$ cat src/rtl/desctl_pkg.sv
package desctl_pkg;

  typedef enum logic [2:0] {
    ST_IDLE      = 3'd0,
    ST_ENC_SETUP = 3'd1,
    ST_DEC_SETUP = 3'd2,
    ST_ENC_RND   = 3'd3,
    ST_DEC_RND   = 3'd4,
    ST_FINAL     = 3'd5
  } ctl_state_t;

  typedef struct packed {
    logic sel_l;
    logic sel_r;
    logic ld_l;
    logic ld_r;
    logic cnt_en;
    logic enc_en;
    logic done;
  } ctl_out_t;

endpackage

$ cat src/rtl/des_ctl_next.sv
module des_ctl_next
  import desctl_pkg::*;
#(
  parameter int CNT_W  = 4,
  parameter int ROUNDS = 16
) (
  input  ctl_state_t       cur,
  input  logic             start_i,
  input  logic             mode_i,
  input  logic [CNT_W-1:0] idx_i,
  output ctl_state_t       nxt
);

  localparam logic [CNT_W-1:0] LAST_UP = CNT_W'(ROUNDS - 1);
  localparam logic [CNT_W-1:0] LAST_DN = '0;

  always_comb begin
    nxt = cur;
    case (cur)
      ST_IDLE:      if (start_i) nxt = mode_i ? ST_ENC_SETUP : ST_DEC_SETUP;
      ST_ENC_SETUP: nxt = ST_ENC_RND;
      ST_DEC_SETUP: nxt = ST_DEC_RND;
      ST_ENC_RND:   if (idx_i == LAST_UP) nxt = ST_FINAL;
      ST_DEC_RND:   if (idx_i == LAST_DN) nxt = ST_FINAL;
      ST_FINAL:     nxt = ST_IDLE;
      default:      nxt = ST_IDLE;
    endcase
  end

endmodule

$ cat src/rtl/des_ctl_decode.sv
module des_ctl_decode
  import desctl_pkg::*;
(
  input  ctl_state_t st,
  output ctl_out_t   ctl
);

  always_comb begin
    ctl = '0;
    case (st)
      ST_ENC_SETUP: begin
        ctl.ld_l = 1'b1;  ctl.ld_r = 1'b1;
        ctl.cnt_en = 1'b1; ctl.enc_en = 1'b1;
      end
      ST_DEC_SETUP: begin
        ctl.ld_l = 1'b1;  ctl.ld_r = 1'b1;
        ctl.cnt_en = 1'b1;
      end
      ST_ENC_RND: begin
        ctl.sel_l = 1'b1; ctl.sel_r = 1'b1;
        ctl.ld_l = 1'b1;  ctl.ld_r = 1'b1;
        ctl.cnt_en = 1'b1; ctl.enc_en = 1'b1;
      end
      ST_DEC_RND: begin
        ctl.sel_l = 1'b1; ctl.sel_r = 1'b1;
        ctl.ld_l = 1'b1;  ctl.ld_r = 1'b1;
        ctl.cnt_en = 1'b1;
      end
      ST_FINAL: ctl.done = 1'b1;
      default:  ctl = '0;
    endcase
  end

endmodule

$ cat src/rtl/des_ctl_regs.sv
module des_ctl_regs
  import desctl_pkg::*;
(
  input  logic       clk,
  input  logic       rst,
  input  ctl_state_t nxt,
  input  ctl_out_t   nxt_ctl,
  output ctl_state_t state_q,
  output ctl_out_t   ctl_q
);

  always_ff @(posedge clk) begin
    if (rst) begin
      state_q <= ST_IDLE;
      ctl_q   <= '0;
    end else begin
      state_q <= nxt;
      ctl_q   <= nxt_ctl;
    end
  end

  // reset from any state lands in idle with quiet outputs
  assert_reset_idle_R1: assert property (@(posedge clk)
    rst |=> (state_q == ST_IDLE && ctl_q == '0));

  assert_done_single_R8: assert property (@(posedge clk) disable iff (rst)
    ctl_q.done |=> !ctl_q.done);

  assert_final_to_idle_R8: assert property (@(posedge clk) disable iff (rst)
    (state_q == ST_FINAL) |=> (state_q == ST_IDLE));

endmodule

$ cat src/rtl/des_seq_ctrl.sv
module des_seq_ctrl
  import desctl_pkg::*;
#(
  parameter int CNT_W  = 4,
  parameter int ROUNDS = 16
) (
  input  logic             clk,
  input  logic             rst,
  input  logic             start_i,
  input  logic             mode_enc_i,
  input  logic [CNT_W-1:0] round_idx_i,
  output logic             sel_l_o,
  output logic             sel_r_o,
  output logic             ld_l_o,
  output logic             ld_r_o,
  output logic             cnt_en_o,
  output logic             enc_en_o,
  output logic             done_o
);

  localparam logic [CNT_W-1:0] LAST_UP = CNT_W'(ROUNDS - 1);
  localparam logic [CNT_W-1:0] LAST_DN = '0;

  ctl_state_t state_q;
  ctl_state_t nxt;
  ctl_out_t   nxt_ctl;
  ctl_out_t   ctl_q;

  des_ctl_next #(.CNT_W(CNT_W), .ROUNDS(ROUNDS)) u_next (
    .cur    (state_q),
    .start_i(start_i),
    .mode_i (mode_enc_i),
    .idx_i  (round_idx_i),
    .nxt    (nxt)
  );

  // decode the upcoming state so every output leaves a flop
  des_ctl_decode u_dec (
    .st (nxt),
    .ctl(nxt_ctl)
  );

  des_ctl_regs u_regs (
    .clk    (clk),
    .rst    (rst),
    .nxt    (nxt),
    .nxt_ctl(nxt_ctl),
    .state_q(state_q),
    .ctl_q  (ctl_q)
  );

  assign sel_l_o  = ctl_q.sel_l;
  assign sel_r_o  = ctl_q.sel_r;
  assign ld_l_o   = ctl_q.ld_l;
  assign ld_r_o   = ctl_q.ld_r;
  assign cnt_en_o = ctl_q.cnt_en;
  assign enc_en_o = ctl_q.enc_en;
  assign done_o   = ctl_q.done;

  assert_idle_quiet_R2: assert property (@(posedge clk) disable iff (rst)
    (state_q == ST_IDLE) |-> (!sel_l_o && !sel_r_o && !ld_l_o && !done_o));

  assert_enc_entry_R3: assert property (@(posedge clk) disable iff (rst)
    (state_q == ST_IDLE && start_i && mode_enc_i)
      |=> (state_q == ST_ENC_SETUP && enc_en_o && cnt_en_o && !sel_l_o));

  assert_dec_entry_R4: assert property (@(posedge clk) disable iff (rst)
    (state_q == ST_IDLE && start_i && !mode_enc_i)
      |=> (state_q == ST_DEC_SETUP && !enc_en_o && cnt_en_o && !sel_r_o));

  assert_enc_hold_R5: assert property (@(posedge clk) disable iff (rst)
    (state_q == ST_ENC_RND && round_idx_i != LAST_UP)
      |=> (state_q == ST_ENC_RND && enc_en_o && ld_l_o));

  assert_dec_hold_R6: assert property (@(posedge clk) disable iff (rst)
    (state_q == ST_DEC_RND && round_idx_i != LAST_DN)
      |=> (state_q == ST_DEC_RND && !enc_en_o && ld_r_o));

  assert_enc_exit_R7: assert property (@(posedge clk) disable iff (rst)
    (state_q == ST_ENC_RND && round_idx_i == LAST_UP) |=> done_o);

  assert_dec_exit_R7: assert property (@(posedge clk) disable iff (rst)
    (state_q == ST_DEC_RND && round_idx_i == LAST_DN) |=> done_o);

  assert_start_ignored_R9: assert property (@(posedge clk) disable iff (rst)
    (state_q != ST_IDLE)
      |=> (state_q != ST_ENC_SETUP && state_q != ST_DEC_SETUP));

endmodule

$ cat config.mk
export PLATFORM = sky130hd
export DESIGN_NAME = des_seq_ctrl
export DESIGN_NICKNAME = d
export VERILOG_FILES = /design/src/rtl/desctl_pkg.sv /design/src/rtl/des_ctl_next.sv /design/src/rtl/des_ctl_decode.sv /design/src/rtl/des_ctl_regs.sv /design/src/rtl/des_seq_ctrl.sv
export SDC_FILE = /design/constraint.sdc
export NUM_CORES = 1
export LEC_CHECK = 0
export ABC_AREA = 0
export BUFFER_PORTS_ARGS = -buffer_cell sky130_fd_sc_hd__buf_2
export CAP_MARGIN = 15
export CORE_AREA = 5 5 42 44
export DETAILED_ROUTE_END_ITERATION = 16
export DIE_AREA = 0 0 47 49
export GPL_ROUTABILITY_DRIVEN = 0
export PLACE_DENSITY_LB_ADDON = 0.25
export REMOVE_ABC_BUFFERS = 1
export SLEW_MARGIN = 40
export SYNTH_ARGS = -nofsm -noshare
export SYNTH_HDL_FRONTEND = slang
export SYNTH_SLANG_ARGS = --single-unit
$ cat constraint.sdc
create_clock -name clk -period 2.65 [get_ports clk]
set_clock_uncertainty 0.05 [all_clocks]
set_input_delay 0.265 -clock clk [delete_from_list [all_inputs] [get_ports clk]]
set_output_delay 0.265 -clock clk [all_outputs]
set_load 0.005 [all_outputs]
==> results.md <==
* Share of layout cells above drive strength 1 at 0.404
* Crit-path slowest cell: or4_4
* Hold path startpoint: rst
* RR Startpoint: u_regs.state_q[0]
* Crit-path max FO at 2
* Psw at 0.0000754 W
* CP Depth at 4
* Tightest Pin Transition at 0.259 ns
* Port buffer count at 14
* Worst Path Class, Setup: primary input to flop
* Final Max Tran Viols at 0
* First-pass GRT wire length at just under 1 mm
* Power Dens Cells at between 600 and 700 mW/mm^2
* CP Launch Type: primary input
* Int Power at about 0.0002 W
* Post-DP HPWL at between 500 and 600 um
* Number of global-route vias before repair at between 200 and 300
* Antenna viol nets, final at 0
* Diodes inserted at 0
* Final non-filler cell total at 68
* Max Fclk at 0.708 GHz
* Initial antenna violation count at 0
* Core area at roughly 0.0014 mm^2
* Layout area overhead at 28.7%
* Sequential share of the synthesized area at 0.429
* CP bufs+invs at 1
* Total CTS buffers at 3
* Layout Nets at 61
* Clk root buf: clkbuf_4
* Wire per inst at ~10 um
* Clk sinks at 7
* Post-CTS Setup Inserts at 0
* Clock share of power at 0.340
* Top delay family on crit path: simple AND/OR/NAND/NOR gates
* Critical Path End Type: flop
* Max-slew headroom at 0.827
* Residual DRC at 0
* Iter 0 DRT Violations at 5
* Peak supply drop at approximately 0.35 mV
* CTS clk-pin slew, worst paths at 0.05 ns
* Max clock buf depth at 2
* #FFs+latches synth at 7
* Syn avg cell area at just under 9 um^2
* Placed insts at 64
* Cells after synthesis at 37
* Max incr delay on CP at between 0.5 and 0.6 ns
* Cell row count at 14
* Multi-input gate area at ~160 um^2
* Die Span Y at ~50 um
* Via Count at approximately 330
* Overall routed net length at roughly 680 um
* Sequential power share at 0.462
* Hold depth at 2
* H-tree depth at 1
* Die area at 0.00230 mm^2
* Sequential cell area at ~140 um^2
* CTS resizes at 0
* Post-CTS Hold Fix Bufs at 0
* Pleak at 0.184 nW
* Setup TNS at 0 ns
* Post-Syn Area at 327 um^2
* RSZ-0062 raised after global routing: false
* Period utilisation layout at 0.533
* Period minus WS final at 1.41 ns
* Largest net degree at the start of global routing at 9
* HP Class: primary input to flop
* All-layer global routing usage at 0.0635
* R2R depth at 2
* YS warnings at 0
* Total gr overflow at 0
* CP required at between 2 and 3 ns
* Logic pwr share at 0.197
* CTS tree: yes
* Max-cap viol count at 0
* Worst-Skew Late Latency at 0.25 ns
* Worst EP arrival at ~1.5 ns
* Final setup fails at 0
* Distinct cells, synth at 21
* Final Hold Vio Count at 0
* Status: complete, no violations
* Fill cell count at 167
* Drt via density at between 4 and 5
* Pre-antenna DRT Iters at 2
* Die width at ~47 um
* CP Launch Point: round_idx_i[0]
* Net Sw Frac at 0.270
* Starting Density at 0.233
* Cells along the critical path: buf_2, or4_4, or4b_4, o22ai_1
* IO Count at 15
==> cell usage after synthesis <==
master,instances,area share
o2bb2ai_1,1,0.027
nand2_1,4,0.046
dfxtp_1,7,0.43
nor3_1,3,0.046
inv_1,1,0.011
a21oi_1,2,0.031
nor2b_1,1,0.019
o32ai_1,1,0.027
or4_4,1,0.034
a21o_1,1,0.023
a31oi_1,1,0.019
nand3_1,1,0.015
or2_2,2,0.038
buf_4,3,0.069
o21ai_0,1,0.015
or4b_4,1,0.042
a211oi_1,1,0.023
nand4_1,1,0.019
nor2_1,2,0.023
o22ai_1,1,0.019
o21bai_1,1,0.023
==> worst paths after layout <==
check                      end  slack [ns]
max          u_regs.state_q[0]        1.24
min            u_regs.ctl_q[2]        0.22
max reg2reg  u_regs.state_q[0]        1.47
min reg2reg  u_regs.state_q[2]        0.47
==> flip-flops by register name, indices dropped and copies added (netlist names) <==
name / flops
u_regs.ctl_q: 4
u_regs.state_q: 3
==> stage by stage <==
| stage | hold WS (ns) | utilization | worst slack (ns) | area [um^2] | power [W] |
|---|---|---|---|---|---|
| floorplan | 0.288 | - | 1.12 | 304 | 0.000160 |
| global placement | 0.469 | 0.281 | 0.980 | 394 | 0.000189 |
| detailed placement | 0.465 | 0.281 | 0.982 | 394 | 0.000187 |
| CTS | 0.218 | 0.300 | 1.24 | 420 | 0.000284 |
| global route | 0.210 | 0.300 | 1.23 | 420 | 0.000299 |
| finish | 0.220 | 0.300 | 1.24 | 420 | 0.000280 |
==> cells by family (layout without fill, tap and decap cells) <==
group,count (synthesis),in the layout,share of synthesized area
AND/OR/NAND/NOR,16,16,0.283
AO/OA/AOI/OAI,10,10,0.207
flip-flops,7,7,0.429
buffers and inverters,4,19,0.0804
==> power by group through the flow <==
stage                      clock, W  sequential [W]  combinational [W]
after CTS                 0.0000980        0.000129          0.0000562
final                     0.0000952        0.000129          0.0000552
after global placement            0        0.000132          0.0000573
after global routing       0.000106        0.000131          0.0000620
after detailed placement          0        0.000132          0.0000558
after floorplan                   0        0.000132          0.0000278
==> layer usage <==
layer  share of wire  track usage  vias to the layer above
li1                -            -                      162
met1            0.40       0.0708                      149
met2            0.44       0.0769                       13
met3            0.14       0.0554                        2
met4           0.015       0.0415                        0
met5               0            0                        -
==> cells in the final DEF, fill, tap and decap left out <==
master,instances
a211oi_1,1
a21o_1,1
a21oi_1,2
a31oi_1,1
buf_2,14
clkbuf_1,1
clkbuf_4,3
dfxtp_1,7
inv_1,1
nand2_1,4
nand3_1,1
nand4_1,1
nor2_1,2
nor2b_1,1
nor3_1,3
o21ai_0,1
o21bai_1,1
o22ai_1,1
o2bb2ai_1,1
o32ai_1,1
or2_2,2
or4_4,1
or4b_4,1
==> area by class of cell <==
type,count,share of cell area
Clock buffer,4,0.0625
Inverter,1,0.00893
Multi-Input combinational cell,26,0.381
Sequential cell,7,0.333
Tap cell,16,0.0476
Timing Repair Buffer,14,0.167
(Power assumes the default switching activity.)
